`src/rtl/pib_pkg.sv`:
```
package pib_pkg;
  localparam logic [4:0] REG_PAGE  = 5'h1f;
  localparam logic [4:0] REG_MODE  = 5'h10;
  localparam logic [4:0] REG_WA_HI = 5'h11;
  localparam logic [4:0] REG_WA_LO = 5'h12;
  localparam logic [4:0] REG_WD_HI = 5'h13;
  localparam logic [4:0] REG_WD_LO = 5'h14;
  localparam logic [4:0] REG_RA_HI = 5'h15;
  localparam logic [4:0] REG_RA_LO = 5'h16;
  localparam logic [4:0] REG_RD_HI = 5'h17;
  localparam logic [4:0] REG_RD_LO = 5'h18;

  localparam logic [2:0] PAGE_STD  = 3'd0;
  localparam logic [2:0] PAGE_EXT1 = 3'd1;
  localparam logic [2:0] PAGE_BUS  = 3'd4;

  typedef enum logic [1:0] {
    BUS_IDLE  = 2'd0,
    BUS_WRITE = 2'd1,
    BUS_READ  = 2'd2
  } bus_state_e;
endpackage

```
`src/rtl/pib_page_sel.sv`:
```
module pib_page_sel #(
  parameter int PW = 3
) (
  input  logic          clk_i,
  input  logic          rst_ni,
  input  logic          wr_i,
  input  logic [PW-1:0] page_i,
  output logic [PW-1:0] page_o
);
  logic [PW-1:0] page_q;

  always_ff @(posedge clk_i or negedge rst_ni) begin
    if (!rst_ni)   page_q <= '0;
    else if (wr_i) page_q <= page_i;
  end

  assign page_o = page_q;
endmodule

```
`src/rtl/pib_stage.sv`:
```
module pib_stage
  import pib_pkg::*;
#(
  parameter int HW   = 16,
  parameter int STEP = 4,
  localparam int BW  = 2 * HW
) (
  input  logic          clk_i,
  input  logic          rst_ni,
  input  logic          wr_i,
  input  logic [4:0]    reg_i,
  input  logic [HW-1:0] wdata_i,
  input  logic          done_i,
  input  logic          done_we_i,
  input  logic [BW-1:0] done_rdata_i,
  output logic          incr_o,
  output logic [BW-1:0] wa_o,
  output logic [BW-1:0] wd_o,
  output logic [BW-1:0] ra_o,
  output logic [BW-1:0] snap_o,
  output logic          launch_wr_o,
  output logic          launch_rd_o,
  output logic [BW-1:0] launch_waddr_o,
  output logic [BW-1:0] launch_wdata_o,
  output logic [BW-1:0] launch_raddr_o
);
  logic          incr_q;
  logic [BW-1:0] wa_q, wd_q, ra_q, snap_q;

  always_ff @(posedge clk_i or negedge rst_ni) begin
    if (!rst_ni) begin
      incr_q <= 1'b0;
      wa_q   <= '0;
      wd_q   <= '0;
      ra_q   <= '0;
      snap_q <= '0;
    end else begin
      if (wr_i) begin
        case (reg_i)
          REG_MODE:  incr_q        <= wdata_i[HW-1];
          REG_WA_HI: wa_q[BW-1:HW] <= wdata_i;
          REG_WA_LO: wa_q[HW-1:0]  <= wdata_i;
          REG_WD_HI: wd_q[BW-1:HW] <= wdata_i;
          REG_WD_LO: wd_q[HW-1:0]  <= wdata_i;
          REG_RA_HI: ra_q[BW-1:HW] <= wdata_i;
          REG_RA_LO: ra_q[HW-1:0]  <= wdata_i;
          default: ;
        endcase
      end
      // wr_i is gated by !busy, done only occurs while busy: no overlap
      if (done_i) begin
        if (done_we_i) begin
          if (incr_q) wa_q <= wa_q + BW'(STEP);
        end else begin
          snap_q <= done_rdata_i;
          if (incr_q) ra_q <= ra_q + BW'(STEP);
        end
      end
    end
  end

  assign launch_wr_o    = wr_i && (reg_i == REG_WD_LO);
  assign launch_rd_o    = wr_i && (reg_i == REG_RA_LO);
  assign launch_waddr_o = wa_q;
  assign launch_wdata_o = {wd_q[BW-1:HW], wdata_i};
  assign launch_raddr_o = {ra_q[BW-1:HW], wdata_i};

  assign incr_o = incr_q;
  assign wa_o   = wa_q;
  assign wd_o   = wd_q;
  assign ra_o   = ra_q;
  assign snap_o = snap_q;
endmodule

```
`src/rtl/pib_bus_mst.sv`:
```
module pib_bus_mst
  import pib_pkg::*;
#(
  parameter int BW = 32
) (
  input  logic          clk_i,
  input  logic          rst_ni,
  input  logic          launch_wr_i,
  input  logic          launch_rd_i,
  input  logic [BW-1:0] waddr_i,
  input  logic [BW-1:0] wdata_i,
  input  logic [BW-1:0] raddr_i,
  input  logic          ready_i,
  input  logic [BW-1:0] rdata_i,
  output logic          req_o,
  output logic          we_o,
  output logic [BW-1:0] addr_o,
  output logic [BW-1:0] wdata_o,
  output logic          done_o,
  output logic          done_we_o,
  output logic [BW-1:0] done_rdata_o
);
  bus_state_e    state_q;
  logic [BW-1:0] addr_q, wdata_q;

  always_ff @(posedge clk_i or negedge rst_ni) begin
    if (!rst_ni) begin
      state_q <= BUS_IDLE;
      addr_q  <= '0;
      wdata_q <= '0;
    end else begin
      case (state_q)
        BUS_IDLE: begin
          if (launch_wr_i) begin
            state_q <= BUS_WRITE;
            addr_q  <= waddr_i;
            wdata_q <= wdata_i;
          end else if (launch_rd_i) begin
            state_q <= BUS_READ;
            addr_q  <= raddr_i;
          end
        end
        BUS_WRITE, BUS_READ: if (ready_i) state_q <= BUS_IDLE;
        default: state_q <= BUS_IDLE;
      endcase
    end
  end

  assign req_o        = (state_q != BUS_IDLE);
  assign we_o         = (state_q == BUS_WRITE);
  assign addr_o       = addr_q;
  assign wdata_o      = wdata_q;
  assign done_o       = req_o && ready_i;
  assign done_we_o    = we_o;
  assign done_rdata_o = rdata_i;
endmodule

```
`src/rtl/paged_reg_bridge.sv`:
```
module paged_reg_bridge
  import pib_pkg::*;
#(
  parameter logic [4:0] DEV_ADDR = 5'd1,
  parameter int         HW       = 16,
  parameter int         PW       = 3,
  parameter int         STEP     = 4,
  localparam int        BW       = 2 * HW
) (
  input  logic          clk_i,
  input  logic          rst_ni,
  input  logic [4:0]    dev_addr_i,
  input  logic [4:0]    reg_addr_i,
  input  logic          wr_en_i,
  input  logic [HW-1:0] wr_data_i,
  input  logic          rd_en_i,
  output logic [HW-1:0] rd_data_o,
  output logic          busy_o,
  output logic          bus_req_o,
  output logic          bus_we_o,
  output logic [BW-1:0] bus_addr_o,
  output logic [BW-1:0] bus_wdata_o,
  input  logic          bus_ready_i,
  input  logic [BW-1:0] bus_rdata_i
);
  logic          dev_hit, on_bus_page, page_wr, stage_wr;
  logic [PW-1:0] page;
  logic          incr;
  logic [BW-1:0] wa, wd, ra, snap;
  logic          launch_wr, launch_rd;
  logic [BW-1:0] launch_waddr, launch_wdata, launch_raddr;
  logic          done, done_we;
  logic [BW-1:0] done_rdata;
  logic [HW-1:0] rd_mux, rd_q;

  assign dev_hit     = (dev_addr_i == DEV_ADDR);
  assign on_bus_page = (page == PW'(PAGE_BUS));
  assign page_wr     = wr_en_i && dev_hit && (reg_addr_i == REG_PAGE);
  assign stage_wr    = wr_en_i && dev_hit && on_bus_page && !bus_req_o;

  pib_page_sel #(.PW(PW)) u_page (
    .clk_i  (clk_i),
    .rst_ni (rst_ni),
    .wr_i   (page_wr),
    .page_i (wr_data_i[PW-1:0]),
    .page_o (page)
  );

  pib_stage #(.HW(HW), .STEP(STEP)) u_stage (
    .clk_i          (clk_i),
    .rst_ni         (rst_ni),
    .wr_i           (stage_wr),
    .reg_i          (reg_addr_i),
    .wdata_i        (wr_data_i),
    .done_i         (done),
    .done_we_i      (done_we),
    .done_rdata_i   (done_rdata),
    .incr_o         (incr),
    .wa_o           (wa),
    .wd_o           (wd),
    .ra_o           (ra),
    .snap_o         (snap),
    .launch_wr_o    (launch_wr),
    .launch_rd_o    (launch_rd),
    .launch_waddr_o (launch_waddr),
    .launch_wdata_o (launch_wdata),
    .launch_raddr_o (launch_raddr)
  );

  pib_bus_mst #(.BW(BW)) u_mst (
    .clk_i        (clk_i),
    .rst_ni       (rst_ni),
    .launch_wr_i  (launch_wr),
    .launch_rd_i  (launch_rd),
    .waddr_i      (launch_waddr),
    .wdata_i      (launch_wdata),
    .raddr_i      (launch_raddr),
    .ready_i      (bus_ready_i),
    .rdata_i      (bus_rdata_i),
    .req_o        (bus_req_o),
    .we_o         (bus_we_o),
    .addr_o       (bus_addr_o),
    .wdata_o      (bus_wdata_o),
    .done_o       (done),
    .done_we_o    (done_we),
    .done_rdata_o (done_rdata)
  );

  always_comb begin
    rd_mux = '0;
    if (reg_addr_i == REG_PAGE) begin
      rd_mux[PW-1:0] = page;
    end else if (on_bus_page) begin
      case (reg_addr_i)
        REG_MODE:  rd_mux[HW-1] = incr;
        REG_WA_HI: rd_mux = wa[BW-1:HW];
        REG_WA_LO: rd_mux = wa[HW-1:0];
        REG_WD_HI: rd_mux = wd[BW-1:HW];
        REG_WD_LO: rd_mux = wd[HW-1:0];
        REG_RA_HI: rd_mux = ra[BW-1:HW];
        REG_RA_LO: rd_mux = ra[HW-1:0];
        REG_RD_HI: rd_mux = snap[BW-1:HW];
        REG_RD_LO: rd_mux = snap[HW-1:0];
        default:   rd_mux = '0;
      endcase
    end
  end

  always_ff @(posedge clk_i or negedge rst_ni) begin
    if (!rst_ni)                rd_q <= '0;
    else if (rd_en_i && dev_hit) rd_q <= rd_mux;
  end

  assign rd_data_o = rd_q;
  assign busy_o    = bus_req_o;
endmodule

```
`config.mk`:
```
export PLATFORM = sky130hd
export DESIGN_NAME = paged_reg_bridge
export DESIGN_NICKNAME = d
export VERILOG_FILES = /design/src/rtl/pib_pkg.sv /design/src/rtl/pib_page_sel.sv /design/src/rtl/pib_stage.sv /design/src/rtl/pib_bus_mst.sv /design/src/rtl/paged_reg_bridge.sv
export SDC_FILE = /design/constraint.sdc
export NUM_CORES = 1
export LEC_CHECK = 0
export BUFFER_PORTS_ARGS = -buffer_cell sky130_fd_sc_hd__buf_2
export CORE_UTILIZATION = 59
export DETAILED_ROUTE_END_ITERATION = 10
export GPL_ROUTABILITY_DRIVEN = 1
export PLACE_DENSITY = 0.81
export SETUP_SLACK_MARGIN = 0.5
export SLEW_MARGIN = 40
export SYNTH_ARGS = -nofsm -noshare
export SYNTH_HDL_FRONTEND = slang
export SYNTH_HIERARCHICAL = 1
export SYNTH_SLANG_ARGS = --single-unit
```
`constraint.sdc`:
```
create_clock -name clk_i -period 3.4 [get_ports clk_i]
set_input_delay 0.17 -clock clk_i [delete_from_list [all_inputs] [get_ports clk_i]]
set_output_delay 0.17 -clock clk_i [all_outputs]
set_load 0.05 [all_outputs]
```
==> flow_summary_export.csv, run 1 <==
group,metric,value,unit
critical_path,crit_chain,"inv_1, ha_2, clkinvlp_4, nor3_4, nand4b_1, o21ai_2, nand2_1, o22a_1, o21a_1",
placement,place_congestion,0.970,
floorplanning,dieArea,0.0212,mm²
critical_path,required,3.80,ns
power,power_per_cell_area,471,mW/mm²
finish,layoutNonFillerInstCount,1493,
clock_tree,clk_pin_slew,0.07,ns
clock_tree,cts_sinks,214,
timing,finalMaxSlewViolations,0,
finish,nets,1272,
routing,firstDrtPassIters,6,
grt,grt_overflow,0,
logic_synthesis,synthFlopType,"dfrtp_1",
job,drv_cap,0,
floorplanning,core_area,0.0202,mm²
critical_path,worstPathMaxFanout,16,
placement,portBuffers,145,
grt,grt_max_degree,111,
logic_synthesis,synth_xor_area_share,0,%
power,ir_drop,429,µV
clock_tree,cts_tree,"built",
logic_synthesis,synthAdderAreaFrac,0.515,%
logic_synthesis,synth-seq-cells,214,
power,leakage,6.19,nW
routing,drcViolationCount,0,
logic_synthesis,synth_cells,1171,
floorplanning,dieWidth,146,µm
logic_synthesis,synth_compound_area_share,13.8,%
logic_synthesis,synth-seq-area-share,44.1,%
timing,hold_ws,0.0405,ns
logic_synthesis,muxShareOfSynthArea,13.8,%
timing,setup_viol,0,
logic_synthesis,yosys-top-cells-area,"dfrtp_1, buf_4, mux2_2, mux2i_1, nand2_1",
timing,setup_tns,0,ns
placement,pre_cts_slack,0.547,ns
placement,dp.cells,1416,
routing,vias,9822,
timing,rsz0062_at_grt,"no",
min_path,hp-class,"in2reg",
logic_synthesis,ys_types,89,
critical_path,cp_top_family,"simple AND/OR/NAND/NOR gates",
critical_path,worst_path_largest_cell_delay,0.46,ns
logic_synthesis,synth_top_area_cell,"dfrtp_1",
grt,grt_pass1_wl,55800,µm
critical_path,rr_worst_depth,9,
routing,drt_iter0_markers,1378,
critical_path,worstSetupPathDepth,9,
logic_synthesis,synth_edf_count,0,
logic_synthesis,synth-simple-area-share,16.3,%
clock_tree,cts_root_buf,"clkbuf_16",
timing,max_freq,358,MHz
power,finalPower,0.00621,W
critical_path,slowest_stage,"nand2_1",
clock_tree,insertion_delay,0.53,ns
routing,avgRoutedWirePerCell,24.2,µm
finish,area_delta_synth_final,8.52,%
critical_path,criticalPathCategory,"reg2reg",
grt,grt_pass1_vias,9550,
floorplanning,initial_utilization,60.1,%
logic_synthesis,synth_top_family_by_area,"simple AND/OR/NAND/NOR gates",
placement,dp_hpwl,24000,µm
logic_synthesis,ys_warn_count,6,
critical_path,start_kind,"flip-flop",
timing,layout_setup_ws,0.606,ns
timing,slew-limit-headroom,45.1,%
routing,drt_wl_total,36200,µm
logic_synthesis,synth_top_area_share,44.1,%
clock_tree,numCtsBuffers,23,
critical_path,timing.critical_path.buf_inv,2,
critical_path,endpoint_kind,"flip-flop",
floorplanning,die_y,146,µm
timing,hold_viol_final,0,
logic_synthesis,synth_nets,1239,
run_status,status,"finished clean",
timing,fin_worst_skew,0.0274,ns
clock_tree,cts_max_level,1,
timing,finalCritPeriodShare,82.2,%
grt,antenna_found_initial,1,
clock_tree,ctsLongestPathBuffers,3,
logic_synthesis,synth_commonest_cells,"dfrtp_1, buf_4, nand2_1",
critical_path,arrival,3.20,ns
logic_synthesis,synth-async-reset-ratio,100,%
logic_synthesis,avgSynthCellArea,10.4,µm²
finish,fill_cells,1521,
timing,tightest_slew,0.817,ns
routing,ant_nets,0,
logic_synthesis,syn_area,0.0122,mm²
finish,drive_gt1_share,28.3,%
timing,period_needed,2.79,ns
routing,vias_per_cell,6.58,
grt,track_usage,34.3,%
floorplanning,ios,146,
min_path,hold_depth,3,
logic_synthesis,synth_most_common_cell,"dfrtp_1",
floorplanning,row_count,52,
[power by group]
part / internal [W] / leakage (nW) / switching (W) / total, W
sequential: 0.00275 / 2.89 / 0.000157 / 0.00291
combinational: 0.000332 / 2.93 / 0.000425 / 0.000756
clock: 0.00150 / 0.372 / 0.00105 / 0.00255
total: 0.00458 / 6.19 / 0.00163 / 0.00621
[worst paths after layout]
kind,from,end,slack [ns]
setup / recovery,u_mst/state_q[0],u_stage/ra_o[24],0.61
hold / removal,wr_data_i[0],u_stage/wd_o[0],0.04
setup reg to reg,u_mst/state_q[0],u_stage/ra_o[24],0.61
hold reg to reg,u_mst/addr_o[5],u_mst/addr_o[5],0.47
max in group asynchronous,rst_ni,u_stage/ra_o[23],2.43
min in group asynchronous,rst_ni,u_stage/launch_waddr_o[28],0.26
[sequential cells by signal, summed over array words and instances, names as in the netlist]
name / flops
u_stage/snap_o: 32
u_page/page_o: 3
u_mst/state_q: 2
u_stage/launch_waddr_o: 32
u_stage/incr_o: 1
u_mst/addr_o: 32
u_stage/ra_o: 32
u_stage/wd_o: 32
u_mst/wdata_o: 32
rd_data_o: 16
[through the flow]
stage               util, %  area (µm²)
floorplan                 -       12200
global placement       59.7       12100
detailed placement     59.7       12100
CTS                    65.1       13200
global route           65.2       13200
finish                 65.2       13200
[cell type report]
type,instances,area [µm²],area share (%)
Clock inverter,12,141,1.07
Tap cell,270,338,2.56
Timing Repair Buffer,198,1260,9.57
Sequential cell,214,5360,40.6
Antenna cell,2,5.00,0.0379
Multi-Input combinational cell,750,5410,41.0
Inverter,17,67.6,0.512
Clock buffer,30,612,4.64
[logic make-up (layout without fill, tap and decap cells)]
logic type      after synthesis  after routing
mux                         152            152
fa+ha+maj                     5              5
buf+inv                     207            257
other cells                   0              2
simple gates                351            351
flops                       214            214
compound gates              242            242
[repair_timing]
action	4_1_cts	5_1_grt
resized for setup	0	4
hold buffers	33	0
buffers inserted	0	0
endpoints found under the setup margin	0	32
hold endpoints to repair	139	0
[worst min-delay path, delay by kind of cell]
family,cells,cell delay [ns]
buffers and inverters,1,0.20
AND/OR/NAND/NOR,2,0.16
[per-layer routing]
metal	part of all wire, %	track usage [%]
met1	38	46.0
met2	45	52.4
met3	11	7.08
met4	5.4	18.8
met5	0	0
[placed cells by master (no fill, tap or decap), drive strengths merged, types with 5 or more instances in the layout]
| cell | n |
|---|---|
| inv | 17 |
| a32oi | 6 |
| clkinv | 7 |
| nor3 | 21 |
| a221oi | 7 |
| nor2b | 6 |
| buf | 164 |
| nand3 | 39 |
| dlygate4sd3 | 33 |
| mux2i | 56 |
| nor2 | 65 |
| a21oi | 47 |
| o21ai | 68 |
| clkbuf | 31 |
| dfrtp | 214 |
| o211a | 5 |
| ha | 5 |
| o221a | 7 |
| a31oi | 8 |
| mux2 | 93 |
| nand2 | 123 |
| a22oi | 10 |
| o31ai | 7 |
| and3 | 23 |
| a211oi | 15 |
| nand2b | 10 |
| nand4 | 19 |
| a222oi | 8 |
| o22ai | 14 |
| a311oi | 8 |
| and4 | 8 |
| nor4 | 8 |
No activity file was read; power rests on OpenSTA's default activity.
==> run 2, diff against run 1 <==
clock period = 2.9 ns   (was 3.4 ns; I/O delays follow)
==> flow_summary_export.csv, run 2 (synthesized netlist as in run 1, its figures left out) <==
group,metric,value,unit
timing,finalMaxSlewViolations,0,
finish,utilization,67.1,%
clock_tree,cts_root_buf,"clkbuf_16",
floorplanning,die_y,146,µm
clock_tree,cts_sinks,214,
grt,antenna_found_initial,0,
min_path,hold_depth,3,
timing,fin_worst_skew,0.0207,ns
clock_tree,numCtsBuffers,24,
job,drv_cap,0,
critical_path,start_kind,"flip-flop",
power,leakage,6.40,nW
critical_path,timing.critical_path.buf_inv,4,
floorplanning,dieArea,0.0212,mm²
timing,tightest_slew,0.741,ns
clock_tree,cts_max_level,1,
finish,final_area,0.0136,mm²
routing,vias_per_cell,6.71,
critical_path,slowest_stage,"nor3_1",
floorplanning,ios,146,
finish,area_delta_synth_final,11.7,%
timing,rsz0062_at_grt,"no",
routing,drt_wl_total,38800,µm
critical_path,arrival,2.80,ns
critical_path,criticalPathCategory,"reg2reg",
finish,most-common-layout-cells,"dfrtp_1, buf_2, nand2_1, mux2_2, nor2_1",
placement,dpl_cell_area,0.0122,mm²
power,power_per_cell_area,547,mW/mm²
routing,ant_nets,0,
clock_tree,clk_pin_slew,0.07,ns
clock_tree,insertion_delay,0.53,ns
critical_path,crit_top_cell,"buf_4",
clock_tree,ctsLongestPathBuffers,3,
critical_path,worstPathMaxFanout,5,
placement,place_congestion,1.01,
grt,grt.busiest_layer,"met2",
finish,drive_gt1_share,30.8,%
timing,slew-limit-headroom,50.6,%
placement,portBuffers,145,
finish,final_common_cell,"dfrtp_1",
grt,grt_util_met2,54.3,%
timing,finalCritPeriodShare,80.7,%
grt,grt_max_degree,78,
routing,drt_iter0_markers,1618,
clock_tree,cts_tree,"built",
grt,gr-usage-met3,8.03,%
grt,grt_pass1_vias,9783,
timing,setup_tns,0,ns
floorplanning,initial_utilization,60.1,%
critical_path,rr_worst_depth,10,
run_status,status,"finished clean",
grt,grt_use_met1,48.2,%
timing,period_needed,2.34,ns
grt,track_usage,36.1,%
timing,max_freq,427,MHz
critical_path,endpoint_kind,"flip-flop",
routing,drcViolationCount,0,
critical_path,worst_path_largest_cell_delay,0.46,ns
routing,firstDrtPassIters,6,
finish,multiInputGateArea,0.00551,mm²
grt,grt_pass1_wl,58300,µm
finish,nets,1301,
critical_path,required,3.35,ns
finish,fill_cells,1456,
routing,vias,10200,
critical_path,crit_chain,"inv_2, ha_4, clkinvlp_4, nor3_4, buf_4, nand4bb_4, nor3_1, buf_4, or3_1, o211a_1",
finish,antennaDiodeCount,0,
floorplanning,row_count,52,
critical_path,cp_top_family,"simple AND/OR/NAND/NOR gates",
timing,setup_viol,0,
critical_path,worstSetupPathDepth,10,
power,ir_drop,485,µV
min_path,hp-class,"in2reg",
timing,hold_viol_final,0,
grt,grt_overflow,0,
floorplanning,dieWidth,146,µm
routing,avgRoutedWirePerCell,25.6,µm
finish,seq_area,0.00536,mm²
placement,dp_hpwl,25100,µm
floorplanning,core_area,0.0202,mm²
==> run 2: worst min-delay path, delay by kind of cell <==
kind          cells  cell delay, ns
buf+inv           1            0.23
simple gates      2            0.15
==> run 2: final timing paths <==
kind                                   from                    endpoint  slack, ns
max                        u_mst/state_q[1]  u_stage/launch_waddr_o[20]       0.56
min                            wr_data_i[7]             u_stage/wd_o[7]       0.03
max reg2reg                u_mst/state_q[1]  u_stage/launch_waddr_o[20]       0.56
min reg2reg                u_mst/addr_o[21]            u_mst/addr_o[21]       0.47
max in group asynchronous            rst_ni            u_stage/wd_o[10]       1.79
min in group asynchronous            rst_ni  u_stage/launch_waddr_o[25]       0.25
==> run 2: power by group <==
part	internal (W)	switching, W
logic	0.000424	0.000531
registers	0.00323	0.000199
clock network	0.00183	0.00123
total	0.00548	0.00195
==> run 2: final cells by class <==
cell class | count | area share [%]
clock buffer | 35 | 5.40
multi-input combinational | 752 | 40.6
tap | 270 | 2.49
sequential | 214 | 39.4
inverter | 17 | 0.590
timing repair buffer | 224 | 11.1
clock inverter | 6 | 0.424
==> run 2: what timing repair did <==
action                                  in CTS  in global routing
cloned                                       0                  3
pin swaps                                    0                  3
endpoints found under the setup margin      70                105
setup buffers                                3                 12
hold buffers                                35                  0
resized for setup                            9                 19
hold endpoints to repair                   108                  0
==> run 2: metal layers <==
metal,vias up,share of wire (%)
met5,-,0
met1,4943,37
met3,170,12
met2,795,44
li1,4281,-
met4,0,6.3
==> run 2: through the flow <==
stage               power [W]  hold WS (ns)  std cells  setup WS, ns
floorplan             0.00399        -0.151       1171         0.247
global placement      0.00426         0.226       1424         0.306
detailed placement    0.00430         0.230       1424         0.183
CTS                   0.00735       0.00514       1503         0.453
global route          0.00764        0.0187       1518         0.462
finish                0.00743        0.0294       1518         0.560
==> run 3, diff against run 2 <==
ABC_AREA = 1   (was not set)
CORE_UTILIZATION = 60   (was 59)
clock period = 2.3 ns   (was 2.9 ns; I/O delays follow)
==> flow_summary_export.csv, run 3 <==
group,metric,value,unit
run_status,status,"finished clean",
logic_synthesis,yosys-top-cells-area,"dfrtp_1, nand2_1, buf_4, o21ai_0, inv_1",
logic_synthesis,synth_compound_area_share,10.4,%
routing,drcViolationCount,0,
finish,area_delta_synth_final,22.8,%
logic_synthesis,synth-seq-area-share,40.8,%
finish,drive_gt1_share,23.2,%
critical_path,arrival,2.70,ns
timing,max_freq,448,MHz
critical_path,timing.rr.start,"u_mst/state_q[0]",
grt,antenna_found_initial,1,
job,drv_cap,0,
logic_synthesis,synth_cells,1851,
finish,nets,2031,
logic_synthesis,synth_xor_area_share,0.401,%
critical_path,required,2.77,ns
finish,final_area,0.0161,mm²
critical_path,worstPathMaxFanout,8,
timing,rsz0062_at_grt,"yes",
clock_tree,ctsLongestPathBuffers,3,
finish,multiInputGateArea,0.00641,mm²
clock_tree,cts_root_buf,"clkbuf_16",
logic_synthesis,avgSynthCellArea,7.09,µm²
routing,avgRoutedWirePerCell,20.3,µm
power,power_per_cell_area,614,mW/mm²
timing,hold_viol_final,0,
routing,vias_per_cell,5.91,
finish,layoutNonFillerInstCount,2258,
floorplanning,die_y,150,µm
timing,finalCritPeriodShare,97.0,%
logic_synthesis,synth_most_common_cell,"nand2_1",
grt,grt_pass1_vias,11700,
logic_synthesis,synthAdderAreaFrac,0.477,%
routing,route.met3.wl,5380,µm
placement,dp_hpwl,27700,µm
critical_path,endpoint_kind,"flip-flop",
routing,drt_wl_total,45900,µm
floorplanning,initial_utilization,61.8,%
grt,track_usage,37.8,%
clock_tree,cts_sinks,214,
finish,final_common_cell,"nand2_1",
routing,firstDrtPassIters,6,
grt,grt_max_degree,74,
timing,period_needed,2.23,ns
power,leakage,8.29,nW
placement,place_congestion,0.974,
floorplanning,dieWidth,150,µm
logic_synthesis,synth-async-reset-ratio,100,%
timing,finalMaxSlewViolations,0,
floorplanning,dieArea,0.0225,mm²
timing,tightest_slew,0.713,ns
critical_path,start_kind,"flip-flop",
clock_tree,cts_tree,"built",
floorplanning,ios,146,
finish,fill_cells,1493,
logic_synthesis,synth-seq-cells,214,
timing,slew-limit-headroom,52.3,%
routing,dr_wl_met2,21000,µm
clock_tree,numCtsBuffers,25,
logic_synthesis,synth_top_area_cell,"dfrtp_1",
logic_synthesis,synth-simple-area-share,33.3,%
min_path,hp-class,"in2reg",
critical_path,criticalPathCategory,"reg2reg",
clock_tree,cts_max_level,1,
logic_synthesis,synth_commonest_cells,"nand2_1, dfrtp_1, inv_1",
grt,grt_pass1_wl,64300,µm
logic_synthesis,ys_types,47,
floorplanning,core_area,0.0212,mm²
logic_synthesis,synth_top_area_share,40.8,%
logic_synthesis,synthFlopType,"dfrtp_1",
critical_path,crit_start,"u_mst/state_q[0]",
logic_synthesis,synth_top_family_by_area,"simple AND/OR/NAND/NOR gates",
floorplanning,row_count,53,
placement,dpl_cell_area,0.0133,mm²
logic_synthesis,synth_nets,1919,
logic_synthesis,synth_edf_count,0,
routing,ant_nets,0,
timing,setup_tns,0,ns
timing,fin_worst_skew,0.0353,ns
grt,grt_overflow,0,
routing,routed.top_layer,"met5",
clock_tree,clk_pin_slew,0.06,ns
power,finalPower,0.00990,W
finish,seq_area,0.00536,mm²
logic_synthesis,syn_area,0.0131,mm²
routing,drt_iter0_markers,1612,
placement,dp.cells,2107,
logic_synthesis,ys_warn_count,6,
finish,utilization,75.9,%
routing,vias,13300,
routing,drt-met1-wl,16700,µm
finish,most-common-layout-cells,"nand2_1, dfrtp_1, inv_1, buf_2, nor2_1",
clock_tree,insertion_delay,0.56,ns
logic_synthesis,muxShareOfSynthArea,0,%
placement,portBuffers,145,
timing,setup_viol,0,
min_path,hp-start,"wr_en_i",
power,ir_drop,577,µV
==> run 3: cell families after synthesis <==
logic type | count (synthesis)
and+or+nand+nor | 1017
buffers and inverters | 358
AOI/OAI and AO/OA | 251
DFF | 214
xor gates and xnor gates | 6
adders and majority gates | 5
==> run 3: stage by stage <==
stage               worst slack, ns  hold slack, ns
CTS                           0.297          0.0414
finish                       0.0685          0.0535
detailed placement            0.180           0.169
global route                -0.0126          0.0994
floorplan                    0.0818          -0.181
global placement              0.263           0.164
==> run 3: layer usage <==
metal / up-vias / GRT usage, %
met5: - / 0
met4: 2 / 19.3
met3: 196 / 9.39
met2: 954 / 59.7
met1: 6239 / 48.1
li1: 5947 / -
==> run 3: area by class of cell <==
| type | instances | share of cell area, % |
|---|---|---|
| Multi-Input combinational cell | 1280 | 39.8 |
| Sequential cell | 214 | 33.2 |
| Timing Repair Buffer | 277 | 15.3 |
| Clock buffer | 32 | 4.23 |
| Inverter | 163 | 4.18 |
| Tap cell | 275 | 2.14 |
| Clock inverter | 14 | 0.932 |
| Timing Repair inverter | 2 | 0.202 |
| Antenna cell | 1 | 0.0155 |
==> run 3: timing repair <==
action                                 CTS  global route
hold buffers                            50             0
endpoints found under the hold margin  130             0
setup endpoints to repair              146           166
gates resized for setup                 50           198
gates cloned                             6            14
setup buffers                           17            17
pin swaps                                7            45
==> run 3: path summary, 6_finish.rpt <==
path | endpoint | slack (ns) | cells past startpoint
worst max-delay path | u_mst/addr_o[14] | 0.07 | 13
worst min-delay path | u_page/page_o[0] | 0.05 | 5
worst max register to register | u_mst/addr_o[14] | 0.07 | 13
worst min register to register | u_mst/wdata_o[23] | 0.47 | 2
max in group asynchronous | u_stage/ra_o[9] | 1.34 | 3
min in group asynchronous | u_mst/wdata_o[9] | 0.16 | 2
==> run 3: critical path: stages (launching register included) <==
cell        delay, ns
dfrtp_1          0.40
inv_2            0.11
ha_4             0.18
clkinvlp_4       0.11
nor3_2           0.13
nand2_2          0.12
nor2_4           0.20
nand3_4          0.15
clkinv_8         0.12
o21ai_2          0.10
inv_4            0.16
buf_16           0.16
nand2_1          0.11
nand2_1          0.09
==> run 3: power breakdown <==
part / internal (W) / switching [W]
combinational: 0.000607 / 0.000954
sequential: 0.00407 / 0.000202
clock: 0.00234 / 0.00173
